File: src/rtl/pgx_pkg.sv
package pgx_pkg;
    localparam int VA_W     = 16;
    localparam int PA_W     = 18;
    localparam int PG_SEL_W = 3;
    localparam int CLICK_W  = 6;
    localparam int NSETS    = 2;
    localparam int NPAGES   = 1 << PG_SEL_W;
    localparam int NREGS    = NSETS * NPAGES;
    localparam int OFF_W    = VA_W - PG_SEL_W;
    localparam int IDX_W    = OFF_W - CLICK_W;
    localparam int BASE_W   = PA_W - CLICK_W;
    localparam int RIDX_W   = $clog2(NREGS);

    // descriptor layout, low to high: size, upper, read, write
    typedef struct packed {
        logic             wr;
        logic             rd;
        logic             up;
        logic [IDX_W-1:0] size;
    } pgd_t;

    localparam int DESC_W = $bits(pgd_t);
endpackage

File: src/rtl/pgx_regs.sv
module pgx_regs
    import pgx_pkg::*;
(
    input  logic                clk,
    input  logic                rst_n,
    input  logic                we,
    input  logic                we_set,
    input  logic [PG_SEL_W-1:0] we_page,
    input  logic                we_desc,
    input  logic [BASE_W-1:0]   wdata,
    input  logic                rd_set,
    input  logic [PG_SEL_W-1:0] rd_page,
    output logic [BASE_W-1:0]   rd_base,
    output pgd_t                rd_desc
);
    typedef struct packed {
        logic [NREGS-1:0][BASE_W-1:0] base;
        pgd_t [NREGS-1:0]             desc;
    } regs_t;

    regs_t regs_d, regs_q;
    logic [RIDX_W-1:0] wr_idx;
    logic [RIDX_W-1:0] rd_idx;

    assign wr_idx = {we_set, we_page};
    assign rd_idx = {rd_set, rd_page};

    always_comb begin
        regs_d = regs_q;
        if (we) begin
            if (we_desc) regs_d.desc[wr_idx] = pgd_t'(wdata[DESC_W-1:0]);
            else         regs_d.base[wr_idx] = wdata;
        end
    end

    always_ff @(posedge clk) begin
        if (!rst_n) regs_q <= '0;
        else        regs_q <= regs_d;
    end

    assign rd_base = regs_q.base[rd_idx];
    assign rd_desc = regs_q.desc[rd_idx];


    base_load_chk: assert property (@(posedge clk) disable iff (!rst_n)
        (we && !we_desc) |=> regs_q.base[$past(wr_idx)] == $past(wdata));


    desc_load_chk: assert property (@(posedge clk) disable iff (!rst_n)
        (we && we_desc) |=> regs_q.desc[$past(wr_idx)] == $past(wdata[DESC_W-1:0]));
endmodule

File: src/rtl/pgx_chk.sv
module pgx_chk
    import pgx_pkg::*;
(
    input  pgd_t             desc,
    input  logic [IDX_W-1:0] idx,
    input  logic             valid,
    input  logic             write,
    output logic             viol
);
    logic mapped;
    logic allowed;

    always_comb begin
        if (desc.up) mapped = (idx >= desc.size);
        else         mapped = (idx <= desc.size);
        allowed = write ? desc.wr : desc.rd;
        viol    = valid && !(mapped && allowed);
    end
endmodule

File: src/rtl/pgx_xlate.sv
module pgx_xlate
    import pgx_pkg::*;
(
    input  logic        clk,
    input  logic        rst_n,
    input  logic        xlat_en,
    input  logic        cur_mode,
    input  logic        prev_mode,
    input  logic        use_prev,
    input  logic        acc_valid,
    input  logic        acc_write,
    input  logic [15:0] va,
    input  logic [15:0] pc_in,
    input  logic        cfg_we,
    input  logic        cfg_user,
    input  logic [2:0]  cfg_page,
    input  logic        cfg_desc,
    input  logic [11:0] cfg_wdata,
    output logic [17:0] pa,
    output logic        fault,
    output logic [15:0] fault_pc
);
    typedef struct packed {
        logic [VA_W-1:0] fault_pc;
    } st_t;

    st_t st_d, st_q;

    logic                eff_set;
    logic [PG_SEL_W-1:0] page;
    logic [OFF_W-1:0]    offset;
    logic [BASE_W-1:0]   base;
    pgd_t                desc;
    logic                viol;

    assign eff_set = use_prev ? prev_mode : cur_mode;
    assign page    = va[VA_W-1:OFF_W];
    assign offset  = va[OFF_W-1:0];

    pgx_regs u_regs (
        .clk     (clk),
        .rst_n   (rst_n),
        .we      (cfg_we),
        .we_set  (cfg_user),
        .we_page (cfg_page),
        .we_desc (cfg_desc),
        .wdata   (cfg_wdata),
        .rd_set  (eff_set),
        .rd_page (page),
        .rd_base (base),
        .rd_desc (desc)
    );

    pgx_chk u_chk (
        .desc  (desc),
        .idx   (offset[OFF_W-1:CLICK_W]),
        .valid (acc_valid),
        .write (acc_write),
        .viol  (viol)
    );

    always_comb begin
        if (xlat_en) begin
            pa = {base, {CLICK_W{1'b0}}} + {{(PA_W-OFF_W){1'b0}}, offset};
        end else if (page == {PG_SEL_W{1'b1}}) begin
            pa = {{(PA_W-VA_W){1'b1}}, va};
        end else begin
            pa = {{(PA_W-VA_W){1'b0}}, va};
        end
        fault = xlat_en && viol;
    end

    always_comb begin
        st_d = st_q;
        if (fault) st_d.fault_pc = pc_in;
    end

    always_ff @(posedge clk) begin
        if (!rst_n) st_q <= '0;
        else        st_q <= st_d;
    end

    assign fault_pc = st_q.fault_pc;


    fpc_capture_chk: assert property (@(posedge clk) disable iff (!rst_n)
        fault |=> fault_pc == $past(pc_in));


    fpc_hold_chk: assert property (@(posedge clk) disable iff (!rst_n)
        !fault |=> $stable(fault_pc));


    ident_map_chk: assert property (@(posedge clk) disable iff (!rst_n)
        !xlat_en |-> (!fault && pa[OFF_W-1:0] == va[OFF_W-1:0]));


    click_offset_chk: assert property (@(posedge clk) disable iff (!rst_n)
        xlat_en |-> pa[CLICK_W-1:0] == va[CLICK_W-1:0]);


    quiet_idle_chk: assert property (@(posedge clk) disable iff (!rst_n)
        !acc_valid |-> !fault);
endmodule

File: config.mk
export PLATFORM = sky130hd
export DESIGN_NAME = pgx_xlate
export DESIGN_NICKNAME = d
export VERILOG_FILES = /design/src/rtl/pgx_pkg.sv /design/src/rtl/pgx_regs.sv /design/src/rtl/pgx_chk.sv /design/src/rtl/pgx_xlate.sv
export SDC_FILE = /design/constraint.sdc
export NUM_CORES = 1
export LEC_CHECK = 0
export BUFFER_PORTS_ARGS = -buffer_cell sky130_fd_sc_hd__buf_4
export CAP_MARGIN = 20
export CORE_UTILIZATION = 50
export DETAILED_ROUTE_END_ITERATION = 8
export PLACE_DENSITY = 0.68
export SETUP_SLACK_MARGIN = 0.02
export SYNTH_ARGS = -nofsm -noshare
export SYNTH_HDL_FRONTEND = slang
export SYNTH_SLANG_ARGS = --single-unit
File: constraint.sdc
create_clock -name clk -period 5.5 [get_ports clk]
set_input_delay 0.825 -clock clk [delete_from_list [all_inputs] [get_ports clk]]
set_output_delay 0.825 -clock clk [all_outputs]
set_load 0.005 [all_outputs]
==> impl_metrics.tcl <==
set metrics [dict create \
    cts_repair_resize_count 0 \
    area_growth_pct 12.14 \
    cts.sinks 368 \
    yosysTopAreaCell "dfxtp_1" \
    irDropWorstVdd_mv 0.2009 \
    postRouteAntennaNets 0 \
    arrival_ns 4.31 \
    crit_required_ns 4.68 \
    synthDistinctLibCells 39 \
    row_count 68 \
    synth_top_area_share_pct 41.64 \
    maxCapViolCount 0 \
    vias 13433 \
    num-fill-cells 2983 \
    gr-total-overflow 0 \
    synthCells 1843 \
    wl_per_cell_um 21.06 \
    synth-seq-area-share_pct 41.64 \
    rsz0062_at_grt "no" \
    status "finished, final reports clean" \
    cts_htree_levels 2 \
    netlist_area_um2 17690 \
    clk_root_buffer_cell "clkbuf_16" \
    die_area_um2 36140 \
    start_kind "primary input" \
    finClkSkew_ns 0.009979 \
    leakage_uw 0.006581 \
    layout_min_cycle_time_ns 5.135 \
    clock_path_buffers 3 \
    min_from "u_regs.regs_q[283]$_SDFFE_PN0P_" \
    period_share_pct 93.36 \
    slew_headroom_pct 27.31 \
    gp_congestion 0.8443 \
    end_kind "output pin" \
    vias_per_cell 5.798 \
    setup_viol 0 \
    grt_max_degree 167 \
    clk_latency_ns 0.53 \
    cp_num_buf_inv 2 \
    die_y_um 190.1 \
    ys_ff_latch 368 \
    p_per_area_nw_per_um2 291.4 \
    start_util_pct 50.96 \
    worstMarginPinSlew_ns 1.086 \
    die_w_um 190.1 \
    hold_viol 0 \
    max_freq_mhz 194.7 \
    crit_chain "buf_6 > mux4_2 > mux4_2 > ha_1 > a21o_1 > a21oi_1 > o21ai_0 > o41ai_1 > nor3_1 > xor2_1 > a21o_1 > buf_4" \
    grt_pass1_vias 13164 \
    io_buffers 80 \
    synth_nets 1916 \
    drv_slew 0 \
    clkTransAtPathRegs_ns 0.06 \
    syn_avg_cell_area_um2 9.599 \
    startpoint "va[13]" \
    io_pins 93 \
    grt_pass1_wl_um 76200 \
    nets 1908 \
    cts_setup_buffers 0 \
    finalPower_uw 5781 \
    crit_fanout 22 \
    path_class "in -> out" \
    drt_iter0_drc 1227 \
    drc_errors 0 \
    min_path_type "reg -> reg" \
    dr.pass1.iters 5 \
    wirelength_um 48800 \
    antenna_found_initial 1 \
    crit_family "compound AO/OA/AOI/OAI gates" \
    cpMaxStageDelayCell "o41ai_1" \
    cts_buffers 40 \
    cts_tree "yes" \
    hpwl_um 30940 \
    setup_tns_ns 0 \
    hold_buffers 0 \
    ys_warn_count 0 \
    layout-drive-gt1-share_pct 17.72 \
    coreArea_um2 34710 \
    netlist_top_cells_area "dfxtp_1 42%, mux4_2 14%, a21boi_0 10%" \
    diodes 0 \
    slowest_delay_ns 0.59 \
    grt_usage_pct 27.32 \
    r2r_start "u_regs.regs_q[74]$_SDFFE_PN0P_" \
]
power by group:
group	leakage, uW	internal [uW]	switching (uW)
logic	0.00298	182	255
clock network	0.000631	1560	1070
registers	0.00297	2690	16.8
registers in the layout, summed over array words and instances, names as in the netlist:
register       flops
u_regs.regs_q    352
fault_pc          16
metal layers:
layer	track usage (%)	share of wire [%]	vias to the layer above
li1	-	-	6330
met1	37.05	44	6523
met2	43.96	46	498
met3	5.516	8.3	82
met4	8.002	2.4	0
met5	0	0	-
through the flow:
step	cells	util, %	area [um^2]	setup slack (ns)	hold WS, ns
global placement	2244	53.38	18530	0.4340	0.4473
finish	2317	57.15	19840	0.3652	0.4634
global route	2317	57.15	19840	0.1891	0.4843
detailed placement	2247	53.46	18560	0.3949	0.4566
CTS	2316	57.13	19830	0.3687	0.4646
floorplan	1843	-	17690	0.1064	0.4402
logic make-up after synthesis:
kind of cell    after synthesis  share of synthesized area (%)
buf+inv                     184                          4.336
compound gates              281                          12.20
fa+ha+maj                    15                          1.103
xor+xnor                      9                         0.4456
flops                       368                          41.64
mux                         247                          21.85
simple gates                739                          18.42
synth_stat cells:
library cell	number
a211oi_1	1
a21boi_0	242
a21boi_1	1
a21o_1	6
a21oi_1	6
and2_1	1
and3_1	2
and4b_1	1
buf_1	5
buf_2	10
buf_4	7
buf_6	5
clkbuf_1	146
dfxtp_1	368
fa_1	1
ha_1	14
inv_1	11
mux2_2	23
mux2i_1	115
mux4_2	109
nand2_1	464
nand2b_1	8
nand3_1	99
nand3_2	1
nand3b_1	1
nand4_1	4
nor2_1	30
nor2b_1	115
nor3_1	10
nor4_1	2
o2111ai_1	1
o21a_1	1
o21ai_0	6
o221ai_1	7
o221ai_2	9
o41ai_1	1
or3_1	1
xnor2_1	7
xor2_1	2
final cells by class:
class	count	area (um^2)	share of cell area [%]
Clock buffer	63	1219	6.143
Timing Repair Buffer	123	987.2	4.976
Sequential cell	368	7367	37.13
Inverter	11	41.29	0.2081
Tap cell	455	569.3	2.870
Clock inverter	6	55.05	0.2775
Multi-Input combinational cell	1291	9600	48.39
placed cells by master, fill, tap and decap left out, drive strengths merged, types with 8 or more instances in the layout:
master  instances
nand2         464
mux2           23
nor2b         115
nor2           30
buf           122
nand2b          8
mux4          109
clkbuf         64
mux2i         115
ha             14
inv            11
o221ai         16
a21boi        243
dfxtp         368
nor3           10
nand3         100
worst register-to-register path, cell delays in order (launching register included):
cell      delay [ns]
dfxtp_1         0.31
mux4_2          0.52
mux4_2          0.51
inv_1           0.08
ha_1            0.23
a21o_1          0.19
a21o_1          0.17
a21o_1          0.18
or3_1           0.36
nand3_2         0.08
buf_4           0.24
mux2_2          0.38
o221ai_2        0.06
path summary, 6_finish.rpt:
kind                                     end  slack [ns]  depth (start not counted)
max reg2reg        fault_pc[11]$_SDFFE_PN0P_        2.12                         12
max                                   pa[17]        0.37                         12
min reg2reg  u_regs.regs_q[283]$_SDFFE_PN0P_        0.46                          2
min          u_regs.regs_q[283]$_SDFFE_PN0P_        0.46                          2
(Power assumes the default switching activity.)
